--- src/rtl/spi_host_regs.sv ---
module spi_host_regs #(
  parameter int DIV_W = 5
) (
  input  logic        clk,
  input  logic        rst_n,
  input  logic [4:0]  reg_addr,
  input  logic        reg_we,
  input  logic [31:0] reg_wdata,
  output logic [31:0] reg_rdata,
  output logic        spi_sclk,
  output logic        spi_mosi,
  input  logic        spi_miso,
  output logic [7:0]  spi_cs_n
);
  localparam logic [4:0] A_CTRL = 5'h00, A_CFG = 5'h04, A_TX = 5'h08,
                         A_RX = 5'h0C, A_CAUSE = 5'h10, A_TIME = 5'h18;

  logic             cs_assert;
  logic [2:0]       cs_sel;
  logic [14:0]      cfg_q;
  logic [1:0]       tsamp;
  logic             busy, done, phase, pend;
  logic [5:0]       ecnt;
  logic [DIV_W-1:0] tmr;
  logic [15:0]      tx_sr, rx_sr, din_q;

  wire [DIV_W-1:0] div    = cfg_q[DIV_W-1:0];
  wire             wide   = cfg_q[5];
  wire             cpol   = cfg_q[11];
  wire             cpha   = cfg_q[12];
  wire             tx_lsb = cfg_q[13];
  wire             rx_lsb = cfg_q[14];
  wire [5:0]       last   = wide ? 6'd32 : 6'd16;
  wire             start  = reg_we && reg_addr == A_TX && !busy;
  wire             tick   = busy && tmr == div;
  wire             lead   = !ecnt[0];
  wire             edge_now   = tick && ecnt != last;
  wire             sample_now = edge_now && (cpha ? !lead : lead);
  wire             shift_now  = edge_now && (cpha ? (lead && ecnt != 6'd0)
                                                  : (!lead && ecnt != last - 6'd1));
  wire             finish = tick && ecnt == last && !pend;
  wire             unused_ok = ^{reg_wdata[31:15], reg_wdata[10:6]};

  function automatic logic [15:0] rx_next(input logic [15:0] r, input logic b,
                                          input logic lsb, input logic w);
    if (lsb) rx_next = w ? {b, r[15:1]} : {8'h00, b, r[7:1]};
    else     rx_next = w ? {r[14:0], b} : {8'h00, r[6:0], b};
  endfunction

  assign spi_sclk = cpol ^ phase;
  assign spi_mosi = tx_lsb ? tx_sr[0] : (wide ? tx_sr[15] : tx_sr[7]);
  assign spi_cs_n = cs_assert ? ~(8'b1 << cs_sel) : 8'hFF;

  always_ff @(posedge clk or negedge rst_n) begin
    if (!rst_n) begin
      cs_assert <= 1'b0;
      cs_sel    <= 3'd0;
      cfg_q     <= '0;
      tsamp     <= 2'd1;
    end else if (reg_we) begin
      case (reg_addr)
        A_CTRL: begin cs_assert <= reg_wdata[0]; cs_sel <= reg_wdata[4:2]; end
        A_CFG:  cfg_q <= reg_wdata[14:0] & 15'h783F;
        A_TIME: tsamp <= reg_wdata[7:6];
        default: ;
      endcase
    end
  end

  always_ff @(posedge clk or negedge rst_n) begin
    if (!rst_n) begin
      busy  <= 1'b0;
      done  <= 1'b0;
      phase <= 1'b0;
      pend  <= 1'b0;
      ecnt  <= '0;
      tmr   <= '0;
      tx_sr <= '0;
      rx_sr <= '0;
      din_q <= '0;
    end else begin
      if (reg_we && reg_addr == A_CAUSE) done <= 1'b0;
      if (start) begin
        busy  <= 1'b1;
        ecnt  <= '0;
        tmr   <= '0;
        phase <= 1'b0;
        pend  <= 1'b0;
        rx_sr <= '0;
        tx_sr <= wide ? reg_wdata[15:0] : {8'h00, reg_wdata[7:0]};
      end else if (busy) begin
        tmr <= tick ? '0 : tmr + 1'b1;
        if (pend) begin
          rx_sr <= rx_next(rx_sr, spi_miso, rx_lsb, wide);
          pend  <= 1'b0;
        end
        if (edge_now) begin
          phase <= ~phase;
          ecnt  <= ecnt + 6'd1;
        end
        if (sample_now) begin
          if (tsamp == 2'd2) pend <= 1'b1;
          else rx_sr <= rx_next(rx_sr, spi_miso, rx_lsb, wide);
        end
        if (shift_now) tx_sr <= tx_lsb ? {1'b0, tx_sr[15:1]} : {tx_sr[14:0], 1'b0};
        if (finish) begin
          busy  <= 1'b0;
          done  <= 1'b1;
          din_q <= rx_sr;
        end
      end
    end
  end

  always_comb begin
    case (reg_addr)
      A_CTRL:  reg_rdata = {busy, 26'd0, cs_sel, 1'b0, cs_assert};
      A_CFG:   reg_rdata = {17'd0, cfg_q};
      A_RX:    reg_rdata = {16'd0, din_q};
      A_CAUSE: reg_rdata = {31'd0, done};
      A_TIME:  reg_rdata = {24'd0, tsamp, 6'd0};
      default: reg_rdata = 32'd0;
    endcase
  end
endmodule


--- config.mk ---
export PLATFORM = sky130hd
export DESIGN_NAME = spi_host_regs
export DESIGN_NICKNAME = d
export VERILOG_FILES = /design/src/rtl/spi_host_regs.sv
export SDC_FILE = /design/constraint.sdc
export NUM_CORES = 1
export LEC_CHECK = 0
export BUFFER_PORTS_ARGS = -buffer_cell sky130_fd_sc_hd__buf_2
export CAP_MARGIN = 20
export CORE_ASPECT_RATIO = 0.8
export CORE_MARGIN = 4
export CORE_UTILIZATION = 45
export DETAILED_ROUTE_END_ITERATION = 10
export GPL_TIMING_DRIVEN = 0
export PLACE_DENSITY = 0.65
export SYNTH_ARGS = -nofsm -noshare
export SYNTH_HDL_FRONTEND = slang
export SYNTH_SLANG_ARGS = --single-unit
--- constraint.sdc ---
create_clock -name clk -period 2.6 [get_ports clk]
set_input_delay 0.13 -clock clk [delete_from_list [all_inputs] [get_ports clk]]
set_output_delay 0.13 -clock clk [all_outputs]
set_load 0.03 [all_outputs]
Yosys cells after proc, flatten, opt, wreduce, memory -nomap -nowiden
Index checks and enable logic that the tools add are counted.

cells by class
  shift-type cells = 1
  bitwise logic cells = 4
  eq/ne operators = 10
  multiplexer cells = 40
  reduce and logical (&&, ||, !) cells = 25
  add/subtract/negate cells = 3

operator list
  cell                                                                number
  16-bit 2-to-1 mux                                                   13
  32-bit one-hot mux with 5 select lines                              1
  6-bit 2-to-1 mux                                                    4
  1-bit 2-to-1 mux                                                    18
  5-bit 2-to-1 mux                                                    3
  6-bit != test                                                       2
  1-bit logical AND                                                   11
  5-bit by 4-bit == test with 1-bit output, second input constant     2
  5-bit == test, second input constant                                2
  2-bit AND reduction                                                 5
  8-bit 2-to-1 mux                                                    1
  8-bit inverter                                                      1
  1-bit by 3-bit left shift with 8-bit output, first input constant   1
  6-bit by 1-bit adder with 6-bit output, second input constant       1
  6-bit == test                                                       1
  2-bit nonzero test                                                  3
  6-bit nonzero test                                                  1
  6-bit by 1-bit subtractor with 6-bit output, second input constant  1
  5-bit by 1-bit adder with 5-bit output, second input constant       1
  5-bit by 3-bit == test with 1-bit output, second input constant     1
  5-bit == test                                                       1
  5-bit zero test                                                     1
  1-bit zero test                                                     3
  3-bit AND reduction                                                 1
  other kinds (3)                                                     4

word-level totals
  register bits = 79
  input port bits = 41
  output and inout bits = 42
  logic and storage cells = 96

Longest topological paths before layout
  word-level depth = 9
  gate-level depth with buffers = 7
  depth with buffers taken out = 6

Worst setup path before layout
OpenSTA, ideal clock, no wires.

  path type = register to register
  start point = register tmr[2]
  end point = register din_q[10]
  library setup time = 0.125 ns
  period minus slack after synthesis = 2.187 ns
  arrival time = 2.062 ns
  path slack = 0.413 ns
  cell stages (with the launch flop) = 7
  required time = 2.475 ns
  path buffers = 1
  cell sequence = dfrtp_1 > xor2_1 > nor4_4 > nand2_2 > nor3_4 > buf_8 > mux2_4

on the way
  longest elaborated chain between the ends = 5

ends and longest elaborated chain
  what                            RTL line  text
  start, declared                 24        logic [DIV_W-1:0] tmr;
  start signal, assigned          92        tmr <= tick ? '0 : tmr + 1'b1;
  5-bit == test                   35        wire tick = busy && tmr == div;
  1-bit logical AND               35
  1-bit logical AND (2 in a row)  41        wire finish = tick && ecnt == last && !pend;
  3-bit AND reduction (no line)   -
  end signal, assigned            109       din_q <= rx_sr;
  end, declared                   25        logic [15:0] tx_sr, rx_sr, din_q;

No other way between the ends.
A chain may end at the register's enable or synchronous reset.

Final worst setup path
  start point = register pend
  end point = register rx_sr[1]

on the way
  longest elaborated chain between the ends = 5

ends and longest elaborated chain
  what                    RTL line  text
  start, declared         22        logic busy, done, phase, pend;
  start signal, assigned  75        pend <= 1'b0;
  start signal, assigned  88        pend <= 1'b0;
  start signal, assigned  95        pend <= 1'b0;
  16-bit 2-to-1 mux *     93        if (pend) begin
  16-bit 2-to-1 mux       102       if (tsamp == 2'd2) pend <= 1'b1;
  16-bit 2-to-1 mux *     101       if (sample_now) begin
  16-bit 2-to-1 mux *     91        end else if (busy) begin
  16-bit 2-to-1 mux *     83        if (start) begin
  end signal, assigned    94        rx_sr <= rx_next(rx_sr, spi_miso, rx_lsb, wide);
  end signal, assigned    103       else rx_sr <= rx_next(rx_sr, spi_miso, rx_lsb, wide);
  end, declared           25

Every way passes the cells marked *; elsewhere a longest branch is shown, timed or not. The select of a mux whose other input is x is not followed.

==> flow_metrics.tcl <==
set metrics [dict create \
    ys_warn_count 0 \
    cts.root.buffer_cell "clkbuf_16" \
    maxCapViolCount 0 \
    p_seq_share_pct 40.3 \
    pre_cts_slack_ps -3.86 \
    final_area_um2 5610 \
    worst_slack_ps 252 \
    die_area_um2 12300 \
    holdPathStages 3 \
    clk_path_buf_depth 2 \
    fillers 937 \
    use_met3_pct 6.76 \
    cts_sinks 79 \
    p_leak_nw 2.64 \
    drt_first_pass_iters 5 \
    synth_top_area_share_pct 40.9 \
    first_iter_violations 282 \
    max_freq_mhz 426 \
    htree_levels 3 \
    cp_num_cells 7 \
    arrival_ps 2550 \
    dieWidth_um 123 \
    grt_pass1_vias 3849 \
    met2_usage_pct 31.7 \
    gp_congestion 0.886 \
    finish.utilization_pct 54.4 \
    numPortBuffers 49 \
    ys_ff_latch 79 \
    hpwl_um 8570 \
    wl_per_cell_um 17.6 \
    crit_required_ps 2800 \
    grt_usage_pct 20.7 \
    hold_violations 0 \
    ys_seq_area_share_pct 41.4 \
    tightest_slew_ps 737 \
    antenna_found_initial 0 \
    final_layout_size_suffix_gt1_share_pct 25.7 \
    layout_min_cycle_time_ps 2350 \
    antenna_cells 0 \
    intPower_w 0.00303 \
    coreArea_um2 10300 \
    synth_top_area_cell "dfrtp_1" \
    timing.hold.ws_ps 6.49 \
    path_max_fanout 10 \
    worstSetupPathType "flop to flop" \
    reg2reg_depth 7 \
    start_kind "flop" \
    report.final.slew_viol_count 0 \
    start_util_pct 46.3 \
    grt_overflow 0 \
    async_flop_share_pct 100 \
    vdd_drop_max_mv 0.372 \
    final.period_utilization_pct 90.3 \
    via_count 3779 \
    chipHeight_um 100 \
    ys_types 51 \
    syn_area_per_cell_um2 10.4 \
    crit_slowest_cell "or3b_2" \
    p_comb_share_pct 33.2 \
    hold_class "primary input to flop" \
    synth_edf_count 0 \
    numCtsBuffers 9 \
    yosys_most_used_dff "dfrtp_1" \
    setup_viol 0 \
    netlist_area_um2 4780 \
    io_pins 83 \
    path_buf_inv 3 \
    status "finished clean" \
    final_antenna_net_count 0 \
    power_w 0.00477 \
    switching_share_pct 36.5 \
    grt_first_pass_wirelength_um 19900 \
    grt_max_degree 60 \
    postRouteWirelength_um 12000 \
    path_cells "buf_2 -> or3b_2 -> clkbuf_1 -> buf_1 -> nand2_1 -> o21ai_0 -> o311ai_0" \
    p_per_area_nw_per_um2 851 \
    nets 584 \
    placed_area_um2 5280 \
    critPathMaxStageDelay_ps 470 \
    rows 33 \
    use_met1_pct 28.4 \
    syn_inst 461 \
    end_kind "flop" \
    syn_to_final_growth_pct 17.4 \
    rsz0062_at_grt "no" \
    path_delay_family "buffers and inverters" \
    skew_ps 7.28 \
    power.share.clock_pct 26.6 \
    slew_headroom_pct 50.2 \
    clk_pin_slew_ps 60 \
    cts_tree "yes" \
    grt.busiest_layer "met2" \
    drc_errors 0 \
    viasPerCell 5.52 \
    p_sw_w 0.00174 \
    synth_area_leaders "dfrtp_1, mux2i_1, mux2_2, nand2_1, o21ai_0" \
    insertion_delay_ps 340 \
]
==> registers in the layout, indices dropped and copies added (netlist names) <==
name and count:
tmr 5, ecnt 6, pend 1, phase 1, tx_sr 16, cs_assert 1
busy 1, cs_sel 3, tsamp 2, cfg_q 10, done 1, din_q 16
rx_sr 16
==> power by group through the flow <==
stage,Clock (W),Combinational [W],Sequential (W)
4_1_cts,0.00129,0.00158,0.00191
2_1_floorplan,0,0.00121,0.00181
3_5_place_dp,0,0.00153,0.00193
6_report,0.00127,0.00158,0.00192
5_1_grt,0.00135,0.00176,0.00196
3_3_place_gp,0,0.00146,0.00191
==> cell usage after synthesis (7+ instances only) <==
cell type	number
dfrtp_1	78
mux2i_1	69
nand2_1	46
mux2_2	33
o21ai_0	31
nor2_1	21
clkbuf_1	19
buf_4	15
nor2b_1	12
nand3_1	11
a22o_1	9
xor2_1	9
inv_1	8
mux2_4	8
o2111ai_1	8
and3_1	7
==> kinds of logic after synthesis <==
kind of cell	Yosys count	synth area share (%)
AND/OR/NAND/NOR	122	13.3
multiplexers	110	24.8
AO/OA/AOI/OAI	79	11.5
flip-flops	79	41.4
buffers and inverters	54	5.81
XOR/XNOR	13	2.38
adder cells (fa/ha/maj)	3	0.786
other	1	0.0785
==> path summary, 6_finish.rpt <==
| kind | start | to | slack (ps) |
|---|---|---|---|
| min in group asynchronous | rst_n | din_q[10] | 230 |
| max in group asynchronous | rst_n | tsamp[0] | 1750 |
| max | pend | rx_sr[1] | 250 |
| min | reg_wdata[15] | tx_sr[15] | 6 |
| min reg2reg | din_q[8] | din_q[8] | 510 |
| max reg2reg | pend | rx_sr[1] | 250 |
==> per-layer routing <==
metal | up-vias | wire [um]
met5 | - | 0
met4 | 0 | 133
met3 | 11 | 707
met2 | 104 | 5430
met1 | 1871 | 5770
li1 | 1793 | -
==> cell usage in the layout (no fill, tap or decap), types with 3 or more instances in the layout <==
| master | count |
|---|---|
| buf_1 | 5 |
| and3_1 | 7 |
| buf_2 | 54 |
| conb_1 | 15 |
| nand2b_1 | 3 |
| o21ai_0 | 31 |
| and2_1 | 3 |
| nor2b_1 | 12 |
| a22o_1 | 9 |
| clkinv_2 | 3 |
| nand3_1 | 11 |
| mux2i_1 | 69 |
| xor2_1 | 9 |
| a21oi_1 | 5 |
| clkbuf_16 | 9 |
| dfrtp_1 | 78 |
| nor2_1 | 21 |
| buf_4 | 19 |
| inv_1 | 8 |
| clkbuf_1 | 19 |
| mux2_4 | 8 |
| nand2_1 | 46 |
| mux2_2 | 33 |
| ha_1 | 3 |
| o2111ai_1 | 8 |
| a32oi_1 | 6 |
| a31oi_1 | 3 |
| xnor2_1 | 4 |
| o211ai_1 | 6 |
| nand4_1 | 4 |
==> per-stage QoR <==
step	TNS, ps	instances
6_report	0	684
5_1_grt	0	684
4_1_cts	0	684
3_5_place_dp	-3.86	665
3_3_place_gp	0	664
2_1_floorplan	0	475
==> area by class of cell <==
class                   count  area (um2)  area share [%]
clock inverters             4        45.0           0.803
clock buffers              11         253            4.50
well taps                 140         175            3.12
inverters                   8        30.0           0.535
multi-input cells         342        2570            45.9
plain buffers              46         248            4.42
repair buffers             54         308            5.49
flip-flops and latches     79        1980            35.3
==> worst reg2reg max path, cell delays in order (launching register included) <==
cell and delay (ps):
dfrtp_1 370, buf_2 200, or3b_2 480, clkbuf_1 210
buf_1 340, nand2_1 130, o21ai_0 100, o311ai_0 380
==> timing repair <==
| item | in CTS | in global routing |
|---|---|---|
| buffers inserted | 3 | 0 |
| hold buffers | 1 | 0 |
| resized for setup | 0 | 0 |
| endpoints found under the setup margin | 4 | 0 |
| hold endpoints to repair | 20 | 0 |
No activity file was read; power rests on OpenSTA's default activity.
